## src/rtl/realign_pkg.sv

```systemverilog
package realign_pkg;
  localparam int BUS_BYTES  = 8;
  localparam int BUS_W      = 8 * BUS_BYTES;
  localparam int OFF_W      = $clog2(BUS_BYTES);
  localparam int HOLD_BYTES = 2 * BUS_BYTES;
  localparam int CNT_W      = $clog2(HOLD_BYTES + 1);
  localparam int UNIT_W     = $clog2(OFF_W + 1);

  typedef struct packed {
    logic             clear;     // empty the holding buffer
    logic             push;      // append bytes of the current source word
    logic [OFF_W-1:0] pushLane;  // first valid lane of that word
    logic [CNT_W-1:0] pushCnt;   // number of bytes appended
    logic             pop;       // write handshake retires wrCnt bytes
    logic [OFF_W-1:0] wrLane;    // destination lane of the first written byte
    logic [CNT_W-1:0] wrCnt;     // bytes in the current write
  } dpCtrl_t;
endpackage

```

## src/rtl/realign_ctrl.sv

```systemverilog
module realign_ctrl
  import realign_pkg::*;
#(
  parameter int LEN_W = 16
) (
  input  logic              clk,
  input  logic              rstN,
  input  logic              start,
  input  logic [OFF_W-1:0]  srcOff,
  input  logic [OFF_W-1:0]  dstOff,
  input  logic [LEN_W-1:0]  xferLen,
  input  logic              constDst,
  input  logic [UNIT_W-1:0] unitSize,
  input  logic [CNT_W-1:0]  holdCnt,
  input  logic              rdValid,
  output logic              rdReady,
  output logic              wrValid,
  input  logic              wrReady,
  output logic              done,
  output logic              err,
  output dpCtrl_t           dpCtrl
);
  logic              busy;
  logic [OFF_W-1:0]  srcOffQ, dstOffQ;
  logic              constQ;
  logic [UNIT_W-1:0] unitQ;
  logic [LEN_W-1:0]  rdLeft, wrLeft;
  logic              firstRd, firstWr;
  logic              doneQ, errQ;

  logic [CNT_W-1:0]  unitBytes, rdRoom, rdCnt, wrSpan, wrCnt;
  logic [OFF_W-1:0]  rdLane, wrLane, unitMaskIn;
  logic              rdFire, wrFire, startOk, misaligned;

  // Byte counts of the current source word and current destination write
  assign unitBytes = CNT_W'(1) << unitQ;
  assign rdLane    = firstRd ? srcOffQ : '0;
  assign rdRoom    = CNT_W'(BUS_BYTES) - CNT_W'(rdLane);
  assign rdCnt     = (rdLeft < LEN_W'(rdRoom)) ? CNT_W'(rdLeft) : rdRoom;

  assign wrLane    = (constQ || firstWr) ? dstOffQ : '0;
  assign wrSpan    = constQ ? unitBytes : (CNT_W'(BUS_BYTES) - CNT_W'(wrLane));
  assign wrCnt     = (wrLeft < LEN_W'(wrSpan)) ? CNT_W'(wrLeft) : wrSpan;

  // Handshakes: reads gated only by buffer room, writes by buffered bytes
  assign rdReady   = busy && (rdLeft != '0) && (holdCnt <= CNT_W'(BUS_BYTES));
  assign wrValid   = busy && (wrLeft != '0) && (holdCnt >= wrCnt);
  assign rdFire    = rdReady && rdValid;
  assign wrFire    = wrValid && wrReady;

  assign startOk    = !busy && start;
  assign unitMaskIn = OFF_W'((1 << unitSize) - 1);
  assign misaligned = constDst && ((dstOff & unitMaskIn) != '0);

  always_ff @(posedge clk) begin
    if (!rstN) begin
      busy    <= 1'b0;
      srcOffQ <= '0;
      dstOffQ <= '0;
      constQ  <= 1'b0;
      unitQ   <= '0;
      rdLeft  <= '0;
      wrLeft  <= '0;
      firstRd <= 1'b0;
      firstWr <= 1'b0;
      doneQ   <= 1'b0;
      errQ    <= 1'b0;
    end else begin
      doneQ <= 1'b0;
      errQ  <= 1'b0;
      if (startOk) begin
        srcOffQ <= srcOff;
        dstOffQ <= dstOff;
        constQ  <= constDst;
        unitQ   <= unitSize;
        if (xferLen == '0) begin
          doneQ <= 1'b1;
        end else if (misaligned) begin
          errQ <= 1'b1;
        end else begin
          busy    <= 1'b1;
          rdLeft  <= xferLen;
          wrLeft  <= xferLen;
          firstRd <= 1'b1;
          firstWr <= 1'b1;
        end
      end else if (busy) begin
        if (rdFire) begin
          rdLeft  <= rdLeft - LEN_W'(rdCnt);
          firstRd <= 1'b0;
        end
        if (wrFire) begin
          wrLeft  <= wrLeft - LEN_W'(wrCnt);
          firstWr <= 1'b0;
          if (wrLeft == LEN_W'(wrCnt)) begin
            busy  <= 1'b0;
            doneQ <= 1'b1;
          end
        end
      end
    end
  end

  assign done = doneQ;
  assign err  = errQ;

  always_comb begin
    dpCtrl          = '0;
    dpCtrl.clear    = startOk;
    dpCtrl.push     = rdFire;
    dpCtrl.pushLane = rdLane;
    dpCtrl.pushCnt  = rdCnt;
    dpCtrl.pop      = wrFire;
    dpCtrl.wrLane   = wrLane;
    dpCtrl.wrCnt    = wrCnt;
  end
endmodule

```

## src/rtl/realign_datapath.sv

```systemverilog
module realign_datapath
  import realign_pkg::*;
(
  input  logic                 clk,
  input  logic                 rstN,
  input  dpCtrl_t              dpCtrl,
  input  logic [BUS_W-1:0]     rdData,
  output logic [CNT_W-1:0]     holdCnt,
  output logic [BUS_W-1:0]     wrData,
  output logic [BUS_BYTES-1:0] wrStrb
);
  localparam int HOLD_W = 8 * HOLD_BYTES;

  logic [HOLD_W-1:0] holdQ, holdD, shifted, incoming, incMask, placed;
  logic [CNT_W-1:0]  holdCntQ, holdCntD, popAmt, keepCnt;
  logic [BUS_W-1:0]  lanesShifted;

  // Retire written bytes from the bottom, then append the new source bytes
  assign popAmt   = dpCtrl.pop ? dpCtrl.wrCnt : '0;
  assign keepCnt  = holdCntQ - popAmt;
  assign shifted  = holdQ >> {popAmt, 3'b000};
  assign incoming = {{(HOLD_W - BUS_W){1'b0}}, rdData} >> {dpCtrl.pushLane, 3'b000};

  for (genvar j = 0; j < HOLD_BYTES; j++) begin : g_mask
    assign incMask[j*8 +: 8] = (CNT_W'(j) < dpCtrl.pushCnt) ? 8'hFF : 8'h00;
  end

  assign placed = (incoming & incMask) << {keepCnt, 3'b000};

  always_comb begin
    if (dpCtrl.clear) begin
      holdD    = '0;
      holdCntD = '0;
    end else if (dpCtrl.push) begin
      holdD    = shifted | placed;
      holdCntD = keepCnt + dpCtrl.pushCnt;
    end else begin
      holdD    = shifted;
      holdCntD = keepCnt;
    end
  end

  always_ff @(posedge clk) begin
    if (!rstN) begin
      holdQ    <= '0;
      holdCntQ <= '0;
    end else begin
      holdQ    <= holdD;
      holdCntQ <= holdCntD;
    end
  end

  assign holdCnt = holdCntQ;

  // Destination word: oldest bytes moved up to the starting lane
  assign lanesShifted = holdQ[BUS_W-1:0] << {dpCtrl.wrLane, 3'b000};

  for (genvar i = 0; i < BUS_BYTES; i++) begin : g_lane
    logic inSpan;
    assign inSpan = (CNT_W'(i) >= CNT_W'(dpCtrl.wrLane)) &&
                    (CNT_W'(i) < (CNT_W'(dpCtrl.wrLane) + dpCtrl.wrCnt));
    assign wrStrb[i]         = inSpan;
    assign wrData[i*8 +: 8]  = inSpan ? lanesShifted[i*8 +: 8] : 8'h00;
  end
endmodule

```

## src/rtl/byte_realign_dma.sv

```systemverilog
module byte_realign_dma
  import realign_pkg::*;
#(
  parameter int ADDR_W = 36,
  parameter int LEN_W  = 16
) (
  input  logic                 clk,
  input  logic                 rstN,
  input  logic                 start,
  input  logic [ADDR_W-1:0]    srcAddr,
  input  logic [ADDR_W-1:0]    dstAddr,
  input  logic [LEN_W-1:0]     xferLen,
  input  logic                 constDst,
  input  logic [UNIT_W-1:0]    unitSize,
  input  logic [BUS_W-1:0]     rdData,
  input  logic                 rdValid,
  output logic                 rdReady,
  output logic [BUS_W-1:0]     wrData,
  output logic [BUS_BYTES-1:0] wrStrb,
  output logic                 wrValid,
  input  logic                 wrReady,
  output logic                 done,
  output logic                 err
);
  dpCtrl_t          dpCtrl;
  logic [CNT_W-1:0] holdCnt;
  logic             unusedAddrBits;

  // Only the byte offsets within a word matter to the realignment
  assign unusedAddrBits = ^{srcAddr[ADDR_W-1:OFF_W], dstAddr[ADDR_W-1:OFF_W]};

  realign_ctrl #(.LEN_W(LEN_W)) ctrl_i (
    .clk      (clk),
    .rstN     (rstN),
    .start    (start),
    .srcOff   (srcAddr[OFF_W-1:0]),
    .dstOff   (dstAddr[OFF_W-1:0]),
    .xferLen  (xferLen),
    .constDst (constDst),
    .unitSize (unitSize),
    .holdCnt  (holdCnt),
    .rdValid  (rdValid),
    .rdReady  (rdReady),
    .wrValid  (wrValid),
    .wrReady  (wrReady),
    .done     (done),
    .err      (err),
    .dpCtrl   (dpCtrl)
  );

  realign_datapath dp_i (
    .clk     (clk),
    .rstN    (rstN),
    .dpCtrl  (dpCtrl),
    .rdData  (rdData),
    .holdCnt (holdCnt),
    .wrData  (wrData),
    .wrStrb  (wrStrb)
  );
endmodule

```

## config.mk

```make
export PLATFORM = sky130hd
export DESIGN_NAME = byte_realign_dma
export DESIGN_NICKNAME = d
export VERILOG_FILES = /design/src/rtl/realign_pkg.sv /design/src/rtl/realign_ctrl.sv /design/src/rtl/realign_datapath.sv /design/src/rtl/byte_realign_dma.sv
export SDC_FILE = /design/constraint.sdc
export NUM_CORES = 1
export LEC_CHECK = 0
export BUFFER_PORTS_ARGS = -buffer_cell sky130_fd_sc_hd__buf_2
export CAP_MARGIN = 20
export CORE_ASPECT_RATIO = 1.4
export CORE_MARGIN = 4
export CORE_UTILIZATION = 61
export DETAILED_ROUTE_END_ITERATION = 10
export HOLD_SLACK_MARGIN = 0.02
export PLACE_DENSITY = 0.87
export SYNTH_ARGS = -nofsm -noshare
export SYNTH_HDL_FRONTEND = slang
export SYNTH_SLANG_ARGS = --single-unit
```

## constraint.sdc

```tcl
create_clock -name clk -period 9 [get_ports clk]
set_input_delay 0.45 -clock clk [delete_from_list [all_inputs] [get_ports clk]]
set_output_delay 0.45 -clock clk [all_outputs]
set_load 0.01 [all_outputs]
```

==> flow_metrics.tcl, run 1 <==
set metrics [dict create \
    worstSetupEndpointType "flop" \
    period_minus_slack_ns 8.390 \
    netlist_top_cells_count "nand2_1, mux2i_1, nor2_1" \
    ff2ff_setup_slack_ns 0.61 \
    min_path_type "in2reg" \
    vias 22230 \
    rows 75 \
    synth_top_cell_area_share_pct 19.01 \
    synth_fa_ha_area_share_pct 2.708 \
    max-vdd-ir-drop_uv 159.4 \
    die_w_um 156.6 \
    stdcell_area_um2 20500 \
    avgSynthCellArea_um2 7.454 \
    root_buffer "clkbuf_16" \
    antenna_found_initial 0 \
    place_congestion 1.071 \
    grt_busiest_layer "met2" \
    finalSetupViolCount 0 \
    die-area_um2 33820 \
    diodes 0 \
    yosysMostFrequentCell "nand2_1" \
    hold-path-cell-count 3 \
    min_to "ctrl_i.srcOffQ[0]" \
    use_met1_pct 57.08 \
    cts_sinks 179 \
    use_met2_pct 68.27 \
    crit_type "reg2reg" \
    startpoint_type "flop" \
    ys_seq_area_share_pct 19.01 \
    drc 0 \
    grt_pass1_wl_um 119300 \
    synth_top_family_by_area "compound AO/OA/AOI/OAI gates" \
    fin_ws_ns 0.6096 \
    portBuffers 169 \
    met3_usage_pct 8.297 \
    fmax_ghz 0.1192 \
    powerDensity_nw_per_um2 187.9 \
    ys_dominant_reg_cell "dfxtp_1" \
    tightest_slew_ns 1.216 \
    clk_pin_slew_ns 0.08 \
    cp.arrival_ns 8.72 \
    coreArea_um2 30220 \
    die_y_um 216 \
    cp.required_ns 9.33 \
    initial_core_util_pct 62.39 \
    slew_headroom_pct 18.71 \
    grt.overflow.total 0 \
    synth_mux_area_share_pct 18.29 \
    nFillCells 2525 \
    skew_ns 0.01238 \
    fin_nets 2782 \
    layout_worst_path_cycle_share_pct 93.23 \
    drt_first_pass_iters 7 \
    r2r_end "dp_i.holdQ[2]" \
    critical-path-max-stage-delay_ns 0.90 \
    route.detailed.wl_per_inst_um 26.32 \
    cts_tree "done" \
    slew_violations 0 \
    synth_area_leaders "dfxtp_1, mux2i_1, nand2_1, a21oi_1, o21ai_0" \
    track_usage_pct 44.14 \
    synth-compound-area-share_pct 33.97 \
    clock_latency_ns 0.46 \
    ys_ff_latch 179 \
    reg2reg_depth 25 \
    pre_cts_ws_ns 0.9290 \
    top_level_ports 236 \
    hp-start "srcAddr[0]" \
    worstReg2RegStart "ctrl_i.constQ" \
    synth_async_sr_flop_share_pct 0 \
    layout-drive-gt1-share_pct 14.40 \
    yosys_warnings 0 \
    yosys.area_share.simple_pct 19.41 \
    synth_nets 2726 \
    power.leakage_uw 0.008630 \
    synth.cell_area_um2 18850 \
    hpwl_um 59460 \
    synth-edff-count 0 \
    grt_setup_unrepaired "no" \
    status "completed" \
    drv_cap 0 \
    drtAntennaViolNets 0 \
    synth_xor_area_share_pct 0.6969 \
    drtIter0Drc 3094 \
    via_per_inst 7.453 \
    syn2layout_area_growth_pct 8.768 \
    hold_violations 0 \
    dpl-instance-area_um2 19880 \
    numCtsBuffers 17 \
    grt_pass1_vias 20690 \
    routed_wl_um 78530 \
    cp_slowest_cell "buf_4" \
    cts-htree-levels 4 \
    ctsResizeCount 0 \
    synth_top_cell_by_area "dfxtp_1" \
    post_cts.repair.setup_buffers 0 \
    netlist_instances 2529 \
    cts_buffer_depth 2 \
    hold_buffers 0 \
    yosysUniqueCellTypes 92 \
    tns_ns 0 \
    critPathMaxFanout 67 \
    grt_max_degree 68 \
]
## how the worst max path moves through the flow
| stage | startpoint | end | slack (ns) |
|---|---|---|---|
| finish | ctrl_i.constQ | dp_i.holdQ[2] | 0.61 |
| detailed placement | ctrl_i.constQ | dp_i.holdQ[88] | 0.93 |
| CTS | ctrl_i.constQ | dp_i.holdQ[88] | 0.88 |
| global route | ctrl_i.constQ | dp_i.holdQ[88] | 0.03 |
| global placement | ctrl_i.constQ | dp_i.holdQ[88] | 1.13 |
| floorplan | ctrl_i.firstWr | dp_i.holdCnt[4] | 1.35 |
## layer usage
| layer | share of wire, % | up-vias |
|---|---|---|
| met5 | 0 | - |
| met4 | 6.7 | 0 |
| met3 | 11 | 398 |
| met2 | 44 | 1798 |
| met1 | 38 | 10270 |
| li1 | - | 9770 |
## power breakdown
part           total, uW  internal, uW  switching, uW  leakage (uW)
sequential           950           855           95.1       0.00145
clock                772           373            400      0.000289
combinational       2130           713           1420       0.00689
total               3850          1940           1910       0.00863
## cell type report
cell class	instances	area, um^2	area share, %
clock buffers	17	425.4	2.075
clock inverters	15	163.9	0.7994
multi-input cells	2095	14240	69.44
flip-flops and latches	179	3585	17.48
inverters	48	186.4	0.9093
well taps	385	481.7	2.349
repair buffers	244	1424	6.945
## per-stage QoR
stage	cells	power, uW	hold slack, ns	util (%)
after floorplan	2529	2348	0.4371	-
after global placement	2949	2906	0.4523	65.81
after detailed placement	2949	2976	0.4654	65.81
after CTS	2981	3734	0.2355	67.76
after global routing	2983	4006	0.2480	67.86
final	2983	3852	0.2356	67.86
## registers in the layout, indices dropped and copies added, names as in the netlist, 2 cells and up
register	count
dp_i.holdQ	128
ctrl_i.rdLeft	16
ctrl_i.wrLeft	16
dp_i.holdCnt	5
ctrl_i.dstOffQ	3
ctrl_i.srcOffQ	3
ctrl_i.unitQ	2
## critical path, delay by kind of cell (launching register included)
family	cells	cell delay [ns]
adder cells (fa/ha/maj)	3	0.87
multiplexers	3	1.15
AND/OR/NAND/NOR	4	0.94
flip-flops	1	0.47
buffers and inverters	6	2.45
AO/OA/AOI/OAI	9	2.26
## placed cells by master (no fill, tap or decap), drive strengths merged, types with 15 or more instances in the layout
master / netlist / layout
buf: 75 / 244
clkbuf: 132 / 17
a211oi: 38 / 38
nand3: 54 / 54
o21ai: 154 / 154
mux2: 24 / 24
a2111oi: 15 / 15
dfxtp: 179 / 179
inv: 46 / 53
a21o: 31 / 31
a221o: 23 / 23
or2: 20 / 20
a32oi: 35 / 35
nand2: 350 / 350
ha: 32 / 32
nor2: 184 / 184
a31oi: 17 / 17
nor2b: 18 / 18
o22ai: 67 / 67
a21oi: 169 / 169
mux2i: 313 / 313
nor3: 42 / 42
a22oi: 65 / 65
o32ai: 18 / 18
o221ai: 30 / 30
and3: 42 / 42
and2: 42 / 42
nor4: 17 / 17
a22o: 32 / 32
a2bb2oi: 17 / 17
o211ai: 28 / 28
## logic make-up after synthesis
logic type | count (synthesis)
other | 1
DFF | 179
AOI/OAI and AO/OA | 900
adders and majority gates | 38
buffers and inverters | 255
and+or+nand+nor | 802
muxes | 339
xor gates and xnor gates | 15
No activity file was read; power rests on OpenSTA's default activity.
==> run 2, diff against run 1 <==
--- a/config.mk
+++ b/config.mk
@@ -9,10 +9,10 @@
 export CAP_MARGIN = 20
 export CORE_ASPECT_RATIO = 1.4
 export CORE_MARGIN = 4
-export CORE_UTILIZATION = 61
+export CORE_UTILIZATION = 47
 export DETAILED_ROUTE_END_ITERATION = 10
 export HOLD_SLACK_MARGIN = 0.02
-export PLACE_DENSITY = 0.87
+export PLACE_DENSITY = 0.71
 export SYNTH_ARGS = -nofsm -noshare
 export SYNTH_HDL_FRONTEND = slang
 export SYNTH_SLANG_ARGS = --single-unit
==> run 2 against run 1 <==
Combinational power about the same; flip-flop and latch count unchanged; worst hold slack about the same; critical endpoint unchanged; power down 0.87%.
==> flow_metrics.tcl, run 2 (synthesis results as in run 1) <==
set metrics [dict create \
    powerDensity_nw_per_um2 184.9 \
    worstSetupEndpointType "flop" \
    pre_cts_ws_ns 1.080 \
    power_frac_seq_pct 24.9 \
    coreArea_um2 39490 \
    startpoint_type "flop" \
    drv_cap 0 \
    route.detailed.wl_per_inst_um 25.65 \
    portBuffers 169 \
    p_switching_uw 1846 \
    die_w_um 177.3 \
    track_usage_pct 35.20 \
    grt_setup_unrepaired "no" \
    cts_sinks 179 \
    drtAntennaViolNets 0 \
    reg_top3 "dp_i.holdQ: 128 flops, ctrl_i.rdLeft: 16 flops, ctrl_i.wrLeft: 16 flops" \
    internal_power_uw 1973 \
    via_per_inst 6.878 \
    die-area_um2 43420 \
    power.leakage_uw 0.008602 \
    clk_pin_slew_ns 0.07 \
    top_level_ports 236 \
    tightest_slew_ns 1.137 \
    ff2ff_setup_slack_ns 0.98 \
    largest_register_ffs 128 \
    grt_pass1_wl_um 121200 \
    hpwl_um 61530 \
    layout-drive-gt1-share_pct 14.34 \
    syn2layout_area_growth_pct 9.565 \
    period_minus_slack_ns 8.024 \
    place_congestion 1.005 \
    grt_max_degree 125 \
    final_cell_mix "nand2_1, mux2i_1, nor2_1" \
    cts_buffer_depth 2 \
    layout_worst_path_cycle_share_pct 89.16 \
    fmax_ghz 0.1246 \
    max-vdd-ir-drop_uv 104.6 \
    layout_commonest_cell "nand2_1" \
    multiInputGateArea_um2 14240 \
    min_path_type "in2reg" \
    switching_share_pct 48.34 \
    diodes 0 \
    skew_ns 0.007932 \
    root_buffer "clkbuf_16" \
    numCtsBuffers 17 \
    slew_headroom_pct 23.98 \
    cts-htree-levels 4 \
    cp.required_ns 9.39 \
    largest_register "dp_i.holdQ" \
    hold_buffers 0 \
    die_y_um 245.0 \
    critPathMaxFanout 26 \
    vias 21480 \
    ctsResizeCount 0 \
    regArea_um2 3585 \
    routed_wl_um 80120 \
    finalSetupViolCount 0 \
    drtIter0Drc 2154 \
    grt.overflow.total 0 \
    drt_first_pass_iters 6 \
    antenna_found_initial 0 \
    cts_tree "done" \
    crit_type "reg2reg" \
    status "completed" \
    nFillCells 3932 \
    combPwrFrac_pct 54.9 \
    tns_ns 0 \
    clock_latency_ns 0.46 \
    post_cts.repair.setup_buffers 0 \
    fin_ws_ns 0.9755 \
    fin_nets 2779 \
    rows 86 \
    slew_violations 0 \
    hold_violations 0 \
    initial_core_util_pct 47.73 \
    cp.arrival_ns 8.41 \
    grt_pass1_vias 20070 \
    p_clk_share_pct 20.2 \
    drc 0 \
]
==> run 2: cell types whose count changed in the layout (fill, tap and decap cells not counted), sizes merged <==
cell / before / now
bufinv: 0 / 1
clkinvlp: 0 / 3
inv: 53 / 50
buf: 244 / 240
clkbuf: 17 / 20
clkinv: 10 / 7
==> run 2: final timing paths <==
| path | startpoint | end | cells after the start |
|---|---|---|---|
| max reg2reg | ctrl_i.constQ | dp_i.holdQ[2] | 27 |
| min reg2reg | ctrl_i.rdLeft[15] | ctrl_i.rdLeft[15] | 2 |
| min | srcAddr[1] | ctrl_i.srcOffQ[1] | 3 |
| max | ctrl_i.constQ | dp_i.holdQ[2] | 27 |
==> run 2: through the flow <==
step / util (%) / total power, uW / hold slack [ns] / instance area (um^2) / std cells
finish: 52.30 / 3819 / 0.2353 / 20650 / 3123
global route: 52.30 / 4001 / 0.2387 / 20650 / 3123
CTS: 52.24 / 3743 / 0.2225 / 20630 / 3120
detailed placement: 50.77 / 2976 / 0.4643 / 20050 / 3088
global placement: 50.75 / 2942 / 0.4507 / 20040 / 3087
floorplan: - / 2348 / 0.4371 / 18850 / 2529
==> run 2: critical path: stages, from the launching register on <==
cell	delay, ns
dfxtp_1	0.65
o21ai_4	0.11
inv_2	0.40
nor3_1	0.12
a31oi_1	0.47
ha_1	0.39
o211a_1	0.20
a2111oi_0	0.71
a21oi_1	0.21
inv_1	0.28
ha_1	0.22
o21ai_0	0.07
o21ai_0	0.23
a21oi_1	0.20
nor2_1	0.26
nand2_4	0.22
inv_6	0.11
ha_1	0.14
inv_1	0.07
fa_2	0.39
a21o_1	0.16
a21oi_1	0.19
xnor2_1	0.23
and2_1	0.35
nand3_1	0.47
nor2_1	0.57
nand2_1	0.30
o21ai_0	0.21
==> run 2: area by class of cell <==
cell class / instances / area share [%]
multi-input cells: 2095 / 68.96
flip-flops and latches: 179 / 17.36
repair buffers: 241 / 6.779
well taps: 528 / 3.199
clock buffers: 19 / 2.193
inverters: 48 / 0.9026
clock inverters: 13 / 0.6119
==> run 2: power by group through the flow <==
stage	Combinational [uW]	Clock (uW)	Sequential (uW)
6_report	2100	772	950
5_1_grt	2240	804	960
4_1_cts	2020	774	947
3_5_place_dp	2010	0	965
3_3_place_gp	1980	0	960
2_1_floorplan	1420	0	928
==> run 2: routing by layer <==
metal	GRT usage [%]	vias up	routed length (um)
li1	-	9757	-
met1	46.99	10150	33330
met2	56.95	1331	36460
met3	4.683	237	6538
met4	15.07	0	3791
met5	0	-	0
